### src/rtl/pwm_phase_pkg.sv
// Package: shared constants for the phase-accumulator PWM.
// Assumes: the on-time field is always 8 bits wide and sits at the bottom of the control word.
package pwm_phase_pkg;
    localparam int DUTY_W = 8;
endpackage

### src/rtl/pwm_ctrl_stage.sv
// Module: staging and active copies of the control word.
// A write lands in the staging register. The staged word moves to the active
// copy at an accumulator wrap, or on any edge while the active increment is zero.
// Assumes: wr_data is stable across the edge at which wr_en is high.
module pwm_ctrl_stage
    import pwm_phase_pkg::*;
#(
    parameter int INC_W = 16,
    localparam int CTRL_W = DUTY_W + INC_W
) (
    input  logic              clk,
    input  logic              rst_n,
    input  logic              wr_en,
    input  logic [CTRL_W-1:0] wr_data,
    input  logic              wrap,
    output logic [INC_W-1:0]  inc_act,
    output logic [DUTY_W-1:0] duty_act,
    output logic [INC_W-1:0]  inc_nxt,
    output logic [DUTY_W-1:0] duty_nxt
);
    logic [INC_W-1:0]  inc_stg;
    logic [DUTY_W-1:0] duty_stg;
    logic              load;

    // Purpose: choose when the staged word becomes active.
    always_comb begin
        load     = wrap || (inc_act == '0);
        inc_nxt  = load ? inc_stg  : inc_act;
        duty_nxt = load ? duty_stg : duty_act;
    end

    // Purpose: capture software writes into the staging register.
    always_ff @(posedge clk) begin
        if (!rst_n) begin
            inc_stg  <= '0;
            duty_stg <= '0;
        end else if (wr_en) begin
            inc_stg  <= wr_data[CTRL_W-1:DUTY_W];
            duty_stg <= wr_data[DUTY_W-1:0];
        end
    end

    // Purpose: hold the settings that drive the current period.
    always_ff @(posedge clk) begin
        if (!rst_n) begin
            inc_act  <= '0;
            duty_act <= '0;
        end else begin
            inc_act  <= inc_nxt;
            duty_act <= duty_nxt;
        end
    end
endmodule

### src/rtl/pwm_phase_acc.sv
// Module: phase accumulator with carry detection.
// Adds the active increment to the accumulator on every edge, modulo 2^ACC_W.
// The carry out ends a period.
// Assumes: INC_W <= ACC_W, and the increment is zero-extended.
module pwm_phase_acc #(
    parameter int ACC_W = 16,
    parameter int INC_W = 16,
    localparam int PAD_W = ACC_W + 1 - INC_W
) (
    input  logic             clk,
    input  logic             rst_n,
    input  logic [INC_W-1:0] inc_act,
    output logic [ACC_W-1:0] acc,
    output logic [ACC_W-1:0] acc_nxt,
    output logic             wrap,
    output logic             period_start
);
    logic [ACC_W:0] sum;

    // Purpose: form the next phase and the carry out.
    always_comb begin
        sum     = {1'b0, acc} + {{PAD_W{1'b0}}, inc_act};
        acc_nxt = sum[ACC_W-1:0];
        wrap    = sum[ACC_W];
    end

    // Purpose: advance the phase and flag the start of a new period.
    always_ff @(posedge clk) begin
        if (!rst_n) begin
            acc          <= '0;
            period_start <= 1'b0;
        end else begin
            acc          <= acc_nxt;
            period_start <= wrap;
        end
    end
endmodule

### src/rtl/pwm_duty_out.sv
// Module: duty comparator and output register.
// Compares the top 8 bits of the next phase with the next on-time and registers
// the result, so the output has no combinational glitches.
// Assumes: ACC_W >= 8.
module pwm_duty_out
    import pwm_phase_pkg::*;
#(
    parameter int ACC_W = 16
) (
    input  logic              clk,
    input  logic              rst_n,
    input  logic [ACC_W-1:0]  acc_nxt,
    input  logic              run_nxt,
    input  logic [DUTY_W-1:0] duty_nxt,
    output logic              pwm_out
);
    logic [DUTY_W-1:0] phase_top;

    // Purpose: take the coarse phase used for the duty compare.
    always_comb phase_top = acc_nxt[ACC_W-1 -: DUTY_W];

    // Purpose: register the compare result; a zero increment forces low.
    always_ff @(posedge clk) begin
        if (!rst_n) pwm_out <= 1'b0;
        else        pwm_out <= run_nxt && (phase_top < duty_nxt);
    end
endmodule

### src/rtl/pwm_phase_gen.sv
// Module: top of the phase-accumulator PWM generator.
// Wires the control staging, the accumulator and the output stage together.
// Assumes: INC_W <= ACC_W and ACC_W >= 8.
module pwm_phase_gen
    import pwm_phase_pkg::*;
#(
    parameter int ACC_W = 16,
    parameter int INC_W = ACC_W,
    localparam int CTRL_W = DUTY_W + INC_W
) (
    input  logic              clk,
    input  logic              rst_n,
    input  logic              wr_en,
    input  logic [CTRL_W-1:0] wr_data,
    output logic              pwm_out,
    output logic              period_start
);
    logic [INC_W-1:0]  inc_act;
    logic [INC_W-1:0]  inc_nxt;
    logic [DUTY_W-1:0] duty_act;
    logic [DUTY_W-1:0] duty_nxt;
    logic [ACC_W-1:0]  acc;
    logic [ACC_W-1:0]  acc_nxt;
    logic              wrap;
    logic              run_nxt;

    // Purpose: the output may run only when the next increment is non-zero.
    always_comb run_nxt = (inc_nxt != '0);

    pwm_ctrl_stage #(.INC_W(INC_W)) u_ctrl (
        .clk(clk), .rst_n(rst_n), .wr_en(wr_en), .wr_data(wr_data),
        .wrap(wrap), .inc_act(inc_act), .duty_act(duty_act),
        .inc_nxt(inc_nxt), .duty_nxt(duty_nxt)
    );

    pwm_phase_acc #(.ACC_W(ACC_W), .INC_W(INC_W)) u_acc (
        .clk(clk), .rst_n(rst_n), .inc_act(inc_act), .acc(acc),
        .acc_nxt(acc_nxt), .wrap(wrap), .period_start(period_start)
    );

    pwm_duty_out #(.ACC_W(ACC_W)) u_out (
        .clk(clk), .rst_n(rst_n), .acc_nxt(acc_nxt), .run_nxt(run_nxt),
        .duty_nxt(duty_nxt), .pwm_out(pwm_out)
    );
endmodule

### config.mk
export PLATFORM = sky130hd
export DESIGN_NAME = pwm_phase_gen
export DESIGN_NICKNAME = d
export VERILOG_FILES = /design/src/rtl/pwm_phase_pkg.sv /design/src/rtl/pwm_ctrl_stage.sv /design/src/rtl/pwm_phase_acc.sv /design/src/rtl/pwm_duty_out.sv /design/src/rtl/pwm_phase_gen.sv
export SDC_FILE = /design/constraint.sdc
export NUM_CORES = 1
export LEC_CHECK = 0
export BUFFER_PORTS_ARGS = -buffer_cell sky130_fd_sc_hd__buf_4
export CAP_MARGIN = 5
export CORE_MARGIN = 3
export CORE_UTILIZATION = 33
export CTS_BUF_LIST = sky130_fd_sc_hd__clkbuf_8
export DETAILED_ROUTE_END_ITERATION = 16
export HOLD_SLACK_MARGIN = 0.05
export SYNTH_ARGS = -nofsm -noshare
export SYNTH_HDL_FRONTEND = slang
export SYNTH_SLANG_ARGS = --single-unit
export TNS_END_PERCENT = 10
### constraint.sdc
create_clock -name clk -period 4.6 [get_ports clk]
set_input_delay 0.69 -clock clk [delete_from_list [all_inputs] [get_ports clk]]
set_output_delay 0.69 -clock clk [all_outputs]
set_load 0.05 [all_outputs]
After elaboration in Yosys (flattened, before gate mapping)

Cells that the tools add are included.

Flip-flop bits (word level): 66
Input bits: 27
Word-level logic and storage cells: 15

Add/subtract/negate cells: 1
Order comparisons: 1
Multiplexer cells: 2
Reductions and logical operators: 4

Operators by type and width:

| cell                | number |
|---|---|
| $add A16 B16 Y17    | 1 |
| $logic_not A16 Y1   | 1 |
| $mux W16            | 1 |
| $reduce_bool A16 Y1 | 1 |
| $lt A8 B8 Y1        | 1 |
| $mux W8             | 1 |
| $logic_and A1 B1 Y1 | 1 |
| $logic_or A1 B1 Y1  | 1 |

Longest topological paths before layout

Gate-level depths: netlist of run 1.

Depth in word-level cells: 5
Mapped depth: 15

By module

From an unflattened synthesis of run 1, not the netlist that was laid out.

Cells, all modules: 394
Area total of the unflattened synthesis: 3722.3 um^2

Modules (own cells, without submodules):

| module         | times used | cells an instance | area each (um^2) |
|---|---|---|---|
| pwm_ctrl_stage | 1          | 213               | 2157.1 |
| pwm_phase_acc  | 1          | 152               | 1331.3 |
| pwm_duty_out   | 1          | 24                | 202.7 |
| pwm_phase_gen  | 1          | 5                 | 31.3 |

Worst setup path before layout of run 1

Ideal clock, no wire load.

Path kind: reg2reg
Start: reg u_ctrl.inc_act[0]
End: reg u_out.pwm_out
Data arrival time: 3.257 ns
Data required time: 4.514 ns
Setup slack: 1.257 ns
Cell stages (with the launch flop): 14
Path buffers: 0
Path through: dfxtp_1 > ha_1 > fa_1 > a211oi_1 > o21bai_4 > and2_2 > a31oi_1 > xnor2_1 > ha_1 > o21a_1 > o211ai_1 > o21ai_0 > a211o_1 > a211oi_1

Elaborated cells on any way between the ends: 8
Those cells by class: add/sub: 1; order compare: 1; mux: 2; reduce/logical: 4

RTL lines:

| what                   | RTL line             | source |
|---|---|---|
| from (decl)            | pwm_ctrl_stage.sv:16 | `output logic [INC_W-1:0] inc_act,` |
| from (signal assigned) | pwm_ctrl_stage.sv:49 | `inc_act <= inc_nxt;` |
| $add A16 B16 Y17       | pwm_phase_acc.sv:22  | `sum = {1'b0, acc} + {{PAD_W{1'b0}}, inc_act};` |
| via acc_nxt[10]        | pwm_phase_gen.sv:23  | `logic [ACC_W-1:0] acc_nxt;` |
| $lt A8 B8 Y1           | pwm_duty_out.sv:25   | `else pwm_out <= run_nxt && (phase_top < duty_nxt);` |
| $logic_and A1 B1 Y1    | pwm_duty_out.sv:25   |  |
| to (signal assigned)   | pwm_duty_out.sv:25   |  |
| to (decl)              | pwm_duty_out.sv:15   | `output logic pwm_out` |

The timed path passes the listed nets, and every way through them passes these cells.
A chain may end at the register's enable or synchronous reset.

Final worst setup path of run 1

Start: reg u_ctrl.inc_act[0]
End: reg u_out.pwm_out

Cells in the longest elaborated chain, start to end: 5
Elaborated cells on any way between the ends: 8
Those cells by class: add/sub: 1; order compare: 1; mux: 2; reduce/logical: 4

RTL lines:

| what                                                  | RTL line                                   | source |
|---|---|---|
| $add A16 B16 Y17 or $logic_not A16 Y1 (tied branches) | pwm_phase_acc.sv:22, pwm_ctrl_stage.sv:27  |  |
| $logic_or A1 B1 Y1                                    | pwm_ctrl_stage.sv:27                       | `load = wrap \|\| (inc_act == '0);` |
| $mux W8 or $mux W16 (tied branches)                   | pwm_ctrl_stage.sv:29, pwm_ctrl_stage.sv:28 |  |
| $lt A8 B8 Y1 or $reduce_bool A16 Y1 (tied branches)   | pwm_duty_out.sv:25, pwm_phase_gen.sv:28    |  |
| $logic_and A1 B1 Y1 (*)                               | pwm_duty_out.sv:25                         |  |

Mark *: on every way between the ends. The rest lies on a longest branch, timed or not.

==> impl_metrics.ini, run 1 <==
[pwr]
ir_worst_vdd_v = 0.000264
power_mw = 2.28
power.density_mw_per_mm2 = 594
p_leak_nw = 1.70

[clock_tree]
numCtsBuffers = 9
cts_tree = yes
ctsResizeCount = 0
clock_path_buffers = 2
ctsRootBufferMaster = clkbuf_8
cts_hold_buf = 0
clk_pin_slew_ps = 80
clock_latency_ps = 340
cts_max_level = 3
cts_setup_buffers = 0
clock_sinks = 66

[synthesis]
netlist_instances = 316
synth_area_leaders = dfxtp_1 (40%), mux2i_1 (15%), nor2b_1 (9.9%)
synth_edf_count = 0
syn_area_per_cell_um2 = 10.4
synth_top_cell_by_area = dfxtp_1
ys.flop_type = dfxtp_1
yosysSeqAreaShare_pct = 40.4
synth.distinct_cells = 44
synth_nets = 367
syn-cell-area_mm2 = 0.00327
ys_async_sr_fraction_pct = 0
synth.top_cell.area_share_pct = 40.4
ys_warn_count = 0
synth_seq_cells = 66

[sta]
worst_slew_pin_slew_ps = 626
setup_viol = 0
drv_slew = 0
fmax_mhz = 262
final_hold_viol_count = 0
period_share_pct = 83.0
maxSlewHeadroom_pct = 58.0
finalClockSkew_ps = 7.38
tns_ps = 0
fin_ws_ps = 781
finalCriticalPeriod_ps = 3820
rsz0062_at_grt = no

[cells_and_area]
fillers = 930
utilization_pct = 40.7
finish.net_count = 394
final_cell_mix = dfxtp_1 (66), nor2b_1 (52), mux2i_1 (48)
multi_input_area_mm2 = 0.00187
num_antenna_cells = 0
drive_gt1_share_pct = 14.9
seq_area_mm2 = 0.00132
syn2layout_area_growth_pct = 17.2
final_common_cell = dfxtp_1

[worst_setup_path]
crit_slowest_cell = a211oi_1
crit_path_max_fanout = 11
crit_path_end_kind = register
ff2ff_path_depth = 13
critPathMaxStageDelay_ps = 560
critPathTopFamily = compound AO/OA/AOI/OAI gates
cp-start-kind = register
r2r_start = u_ctrl.inc_act[0]$_SDFF_PN0_
rrSetupSlack_ps = 780
path_cells = ha_1 -> fa_1 -> a211oi_1 -> o21bai_4 -> nand3_2 -> nand3_2 -> mux2i_1 -> ha_1 -> o21a_1 -> o211ai_1 -> o21ai_0 -> a211o_1 -> a211oi_1
worst_r2r_endpoint = u_out.pwm_out$_SDFF_PN0_
crit_required_ps = 4860
cp_num_buf_inv = 0
cp.arrival_ps = 4080
crit_type = register to register

[route]
ant_nets = 0
wire_per_inst_um = 13.3
drc_errors = 0
drt_iter0_drc = 123
dr.pass1.iters = 4
vias = 2282
vias_per_cell = 4.78
totalWireLength_um = 6370

[floorplanning]
rows = 35
io_pins = 29
fp.dieW_um = 106
die_y_um = 106
core_mm2 = 0.00942
initial_utilization_pct = 34.8
dieArea_mm2 = 0.0111

[place]
dpl.hpwl_um = 4590
pre_cts_slack_ps = 833
io_buffers = 28
place_congestion = 0.806

[min_path]
hold_end = u_ctrl.duty_stg[5]$_SDFFE_PN0P_
hp-class = register to register
hold_depth = 2
hp-start = u_ctrl.duty_stg[5]$_SDFFE_PN0P_

[global_route]
grt_pass1_vias = 2189
grt_usage_pct = 12.2
gr-total-overflow = 0
antenna_found_initial = 0
grt_pass1_wl_um = 10800
grt_max_degree = 69

[flow_run]
max_cap_violations = 0

[outcome]
status = finished clean
registers in the layout, indices dropped and copies added (netlist names):
register	count
u_acc.acc	16
u_ctrl.inc_act	16
u_ctrl.inc_stg	16
u_ctrl.duty_act	8
u_ctrl.duty_stg	8
u_acc.period_start	1
u_out.pwm_out	1
final cells by class:
class                   instances  area share (%)
clock buffers                   9            3.23
clock inverters                 7            3.69
inverters                       1          0.0978
multi-input cells             236            48.7
flip-flops and latches         66            34.4
well taps                     129            4.21
repair buffers                 29            5.68
metal layers:
| metal | up-vias | track usage, % | part of all wire [%] | routed length (µm) |
|---|---|---|---|---|
| met3 | 10 | 3.12 | 3.1 | 198 |
| met2 | 31 | 18.0 | 44 | 2800 |
| met5 | - | 0 | 0 | 0 |
| met1 | 1064 | 17.1 | 51 | 3250 |
| li1 | 1177 | - | - | - |
| met4 | 0 | 4.72 | 1.7 | 108 |
Yosys cell counts (2+ instances only):
library cell and n:
o211ai_1 4, and3_1 2, and2_1 12, and4_1 2
a211oi_1 3, buf_6 2, mux2i_1 48, nand4_1 3
ha_1 23, a31oi_1 3, nor2b_1 52, nand3_2 2
and2_2 2, nor2_1 5, nand3_1 2, nor4_1 8
clkbuf_1 9, xor2_1 5, o21a_1 4, nand2b_1 3
dfxtp_1 66, xnor2_1 8, nand2_1 7, o21bai_1 2
a21oi_1 12, o21ai_0 7, a21o_1 3
per-stage QoR:
stage                     cells  area [µm²]  hold slack (ps)
after floorplan             316        3270              482
after global placement      461        3570              507
after detailed placement    461        3570              506
after CTS                   477        3840              529
after global routing        477        3840              542
final                       477        3840              519
cells by family (layout without fill, tap and decap cells):
logic type,Yosys count,after routing,share of synthesized area [%]
and+or+nand+nor,105,105,19.8
DFF,66,66,40.4
muxes,49,49,15.1
AOI/OAI and AO/OA,45,45,9.29
adders and majority gates,24,24,9.41
buffers and inverters,14,46,2.56
xor gates and xnor gates,13,13,3.48
how the worst max path moves through the flow:
stage                                 start                        to  slack [ps]  depth (start not counted)
2_1_floorplan  u_ctrl.inc_act[0]$_SDFF_PN0_  u_out.pwm_out$_SDFF_PN0_        1260                         13
3_3_place_gp   u_ctrl.inc_act[0]$_SDFF_PN0_  u_out.pwm_out$_SDFF_PN0_         960                         13
3_5_place_dp   u_ctrl.inc_act[0]$_SDFF_PN0_  u_out.pwm_out$_SDFF_PN0_         830                         13
4_1_cts        u_ctrl.inc_act[0]$_SDFF_PN0_  u_out.pwm_out$_SDFF_PN0_         780                         13
5_1_grt        u_ctrl.inc_act[0]$_SDFF_PN0_  u_out.pwm_out$_SDFF_PN0_         510                         13
6_report       u_ctrl.inc_act[0]$_SDFF_PN0_  u_out.pwm_out$_SDFF_PN0_         780                         13
worst register-to-register path: stages, from the launching register on:
cell and delay, ps:
dfxtp_1 330, ha_1 230, fa_1 430, a211oi_1 560, o21bai_4 140, nand3_2 110, nand3_2 310, mux2i_1 310
ha_1 260, o21a_1 180, o211ai_1 280, o21ai_0 120, a211o_1 270, a211oi_1 220
power by group:
group	switching, mW	leakage [nW]	total (mW)	internal, mW
sequential	0.0596	0.539	0.727	0.667
clock	0.233	0.135	0.649	0.416
combinational	0.479	1.02	0.901	0.422
No activity file was read; power rests on OpenSTA's default activity.
==> run 2, diff against run 1 <==
Clock period 4.6 ns to 3.89 ns, I/O delays scaled along.
==> run 2 against run 1 <==
Against the previous run: die area did not move; clock skew decreased by 2.3 ps; cell area rose by 0.39%; non-clock buffer count rose by 4; combinational power rose by 28%; worst setup slack worse by 450 ps; routed wire length rose by 2.6%; via count is 0.13% lower; register-to-register slack got worse by 450 ps; global-route usage is 0.51 points higher; flip-flop and latch count did not move; critical path type unchanged; highest routed layer unchanged.
==> impl_metrics.ini, run 2 (synthesis results as in run 1) <==
[outcome]
status = finished clean

[min_path]
hp-class = input pin to register

[sta]
final_hold_viol_count = 0
worst_slew_pin_slew_ps = 522
rsz0062_at_grt = no
hold_ws_ps = 497
tns_ps = 0
fmax_mhz = 281
finalClockSkew_ps = 5.09
period_share_pct = 91.6
maxSlewHeadroom_pct = 64.8
setup_viol = 0
drv_slew = 0
finalCriticalPeriod_ps = 3560

[clock_tree]
clock_sinks = 66
clock_latency_ps = 340
clk_pin_slew_ps = 70
clock_path_buffers = 2
ctsRootBufferMaster = clkbuf_8
cts_tree = yes
cts_max_level = 3
ctsResizeCount = 0
cts_hold_buf = 0
numCtsBuffers = 9

[route]
wire_per_inst_um = 13.6
dr.pass1.iters = 4
vias_per_cell = 4.74
totalWireLength_um = 6530
vias = 2279
drc_errors = 0
ant_nets = 0
drt_iter0_drc = 64

[pwr]
combPwrFrac_pct = 42.1
clkPwrFrac_pct = 26.2
power_switching_share_pct = 34.2
p_seq_share_pct = 31.6
internal-power_mw = 1.79
ir_worst_vdd_v = 0.000352
p_switching_mw = 0.930
p_leak_nw = 1.71
power.density_mw_per_mm2 = 706

[worst_setup_path]
crit_type = register to register
cp-start-kind = register
crit_path_max_fanout = 4
crit_path_end_kind = register
cp.arrival_ps = 3810
crit_required_ps = 4140
rrSetupSlack_ps = 330

[place]
place_congestion = 0.810
dpl.hpwl_um = 4680
io_buffers = 28

[global_route]
antenna_found_initial = 0
gr-total-overflow = 0
grt_pass1_vias = 2327
grt_max_degree = 69
grt_pass1_wl_um = 11300
grt_usage_pct = 12.7

[floorplanning]
rows = 35
io_pins = 29
dieArea_mm2 = 0.0111
core_mm2 = 0.00942
fp.dieW_um = 106
initial_utilization_pct = 34.8
die_y_um = 106

[cells_and_area]
top_regs = u_acc.acc: 16 flops, u_ctrl.inc_act: 16 flops, u_ctrl.inc_stg: 16 flops
syn2layout_area_growth_pct = 17.7
finish.net_count = 398
final_cell_mix = dfxtp_1 (66), nor2b_1 (52), mux2i_1 (48)
num_antenna_cells = 0
final_common_cell = dfxtp_1
drive_gt1_share_pct = 16.2

[flow_run]
max_cap_violations = 0
-- run 2: cell count changes in the layout (fill, tap and decap cells not counted), sizes merged --
cell and delta:
buf +4, bufinv -1, clkbuf +1, clkinv +1, inv -1
-- run 2: metrics by stage --
step | power (mW) | std cells | setup WS [ps] | area [µm²] | util, %
final | 2.72 | 481 | 327 | 3850 | 40.9
after detailed placement | 1.96 | 462 | 242 | 3580 | 38.0
after floorplan | 1.84 | 316 | 547 | 3270 | -
after CTS | 2.68 | 478 | 199 | 3830 | 40.7
after global routing | 2.90 | 481 | 111 | 3850 | 40.9
after global placement | 1.93 | 462 | 408 | 3580 | 38.0
-- run 2: layer usage --
metal	global-route usage [%]	vias to the layer above	routed length, µm
met5	0	-	0
met4	6.75	0	158
met3	2.33	14	206
met2	19.1	47	2880
met1	17.3	1022	3280
li1	-	1196	-
-- run 2: cell type report --
class                      instances  area [µm²]
tap                              129         161
multi-input combinational        236        1870
clock inverter                     6         113
timing repair buffer              33         248
fill                             923        5560
clock buffer                      10         138
sequential                        66        1320
inverter                           1        3.75
-- run 2: timing repair --
item | in CTS | in global routing
endpoints found under the setup margin | 0 | 1
endpoints found under the hold margin | 0 | 0
buffers inserted | 0 | 3
-- run 2: path summary, 6_finish.rpt --
kind	cells after the start	start	to
max	14	u_ctrl.inc_act[0]$_SDFF_PN0_	u_out.pwm_out$_SDFF_PN0_
min	3	wr_data[7]	u_ctrl.duty_stg[7]$_SDFFE_PN0P_
max reg2reg	14	u_ctrl.inc_act[0]$_SDFF_PN0_	u_out.pwm_out$_SDFF_PN0_
min reg2reg	2	u_ctrl.duty_act[2]$_SDFF_PN0_	u_ctrl.duty_act[2]$_SDFF_PN0_
-- run 2: worst max-delay path: stages, from the launching register on --
cell      delay, ps
dfxtp_1         330
ha_1            230
fa_1            420
a211oi_1        250
buf_4           180
o21bai_4         80
and2_2          220
a31oi_1         200
xnor2_1         170
ha_1            260
o21a_1          190
o211ai_1        310
o21ai_0         120
a211o_1         270
a211oi_1        240
-- run 2: power by group through the flow --
stage | clock, mW | combinational, mW | sequential [mW]
finish | 0.713 | 1.15 | 0.860
floorplan | 0 | 0.975 | 0.863
CTS | 0.733 | 1.09 | 0.860
global placement | 0 | 1.06 | 0.875
global route | 0.763 | 1.27 | 0.871
detailed placement | 0 | 1.08 | 0.873
==> run 3, diff against run 2 <==
Settings changed: CORE_UTILIZATION 33 to 40.
==> run 3 against run 2 <==
Against the previous run: global-route usage grew 2.3 points; critical path depth is the same; cell count shrank 6.0%; maximum frequency grew 0.44%; largest cell class unchanged.
==> impl_metrics.ini, run 3 (synthesis results as in run 1) <==
[sta]
setup_viol = 0
final_hold_viol_count = 0
fin_ws_ps = 343
maxSlewHeadroom_pct = 63.7
rsz0062_at_grt = no
fmax_mhz = 282
drv_slew = 0
period_share_pct = 91.2
finalClockSkew_ps = 10.9
tns_ps = 0
hold_ws_ps = 488
worst_slew_pin_slew_ps = 545
finalCriticalPeriod_ps = 3550

[worst_setup_path]
crit_type = register to register
crit_required_ps = 4150
cp.arrival_ps = 3800
cp-start-kind = register
crit_path_end_kind = register
crit_path_max_fanout = 14

[cells_and_area]
drive_gt1_share_pct = 16.0
fillers = 738
top_regs = u_acc.acc: 16 flops, u_ctrl.inc_act: 16 flops, u_ctrl.inc_stg: 16 flops
multi_input_area_mm2 = 0.00188
finish.net_count = 396
utilization_pct = 48.9
final_area_mm2 = 0.00384
seq_area_mm2 = 0.00132
syn2layout_area_growth_pct = 17.4
final_cell_mix = dfxtp_1 (66), nor2b_1 (52), mux2i_1 (48)
num_antenna_cells = 0
instances_no_fill = 452
final_common_cell = dfxtp_1

[pwr]
power_switching_share_pct = 34.0
internal-power_mw = 1.82
clkPwrFrac_pct = 28.5
p_leak_nw = 1.71
power_mw = 2.76
p_switching_mw = 0.938
p_seq_share_pct = 31.1
combPwrFrac_pct = 40.4
power.density_mw_per_mm2 = 719
ir_worst_vdd_v = 0.000366

[global_route]
antenna_found_initial = 0
gr-total-overflow = 0
grt_max_degree = 69
grt_usage_pct = 15.1
grt_pass1_vias = 2172
grt_pass1_wl_um = 10600

[floorplanning]
fp.dieW_um = 96.4
rows = 32
die_y_um = 96.4
initial_utilization_pct = 41.7
dieArea_mm2 = 0.00930
core_mm2 = 0.00785
io_pins = 29

[clock_tree]
clk_pin_slew_ps = 80
ctsRootBufferMaster = clkbuf_8
clock_latency_ps = 350
cts_hold_buf = 0
ctsResizeCount = 0
cts_max_level = 3
clock_sinks = 66
cts_tree = yes
cts_setup_buffers = 0
numCtsBuffers = 9
clock_path_buffers = 2

[route]
drc_errors = 0
wire_per_inst_um = 14.4
drt_iter0_drc = 88
vias = 2307
vias_per_cell = 5.10
totalWireLength_um = 6510
dr.pass1.iters = 4
ant_nets = 0

[flow_run]
max_cap_violations = 0

[place]
placed_cells = 436
place_congestion = 0.793
pre_cts_slack_ps = 122
dpl_cell_area_mm2 = 0.00355
dpl.hpwl_um = 4630
io_buffers = 28

[min_path]
hp-class = input pin to register

[outcome]
status = finished clean
## run 3: cell count changes in the layout (fill, tap and decap cells not counted), sizes merged
cell / change
bufinv: +1
buf: -2
inv: -1
## run 3: final timing paths
path | end | cells after the start | from | slack [ps]
worst min register to register | u_ctrl.duty_act[5]$_SDFF_PN0_ | 2 | u_ctrl.duty_act[5]$_SDFF_PN0_ | 520
worst max register to register | u_out.pwm_out$_SDFF_PN0_ | 14 | u_ctrl.inc_act[0]$_SDFF_PN0_ | 340
worst min-delay path | u_ctrl.inc_stg[4]$_SDFFE_PN0P_ | 3 | wr_data[12] | 490
worst max-delay path | u_out.pwm_out$_SDFF_PN0_ | 14 | u_ctrl.inc_act[0]$_SDFF_PN0_ | 340
## run 3: final cells by class
cell class	instances	share of cell area (%)
multi-input combinational	236	49.0
sequential	66	34.4
timing repair buffer	31	6.06
clock buffer	10	3.58
clock inverter	6	3.58
tap	102	3.32
inverter	1	0.0977
## run 3: power groups by stage
stage	sequential, mW	clock [mW]	combinational, mW
final	0.860	0.787	1.12
after global routing	0.875	0.831	1.23
after detailed placement	0.875	0	1.11
after CTS	0.860	0.798	1.11
after floorplan	0.863	0	0.975
after global placement	0.875	0	1.09
## run 3: metal layers
layer,up-vias,routed length [µm],GRT usage (%)
met2,43,2770,21.3
met4,0,136,6.19
li1,1194,-,-
met3,12,260,3.72
met5,-,0,0
met1,1058,3340,21.7
## run 3: critical path, stage by stage (launching register included)
cell      delay, ps
dfxtp_1         330
ha_1            220
fa_1            420
a211oi_1        240
buf_4           170
o21bai_4         80
nand3_2         110
nand3_4         250
mux2i_1         280
ha_1            260
o21a_1          180
o211ai_1        290
o21ai_0         130
a211o_1         270
a211oi_1        230
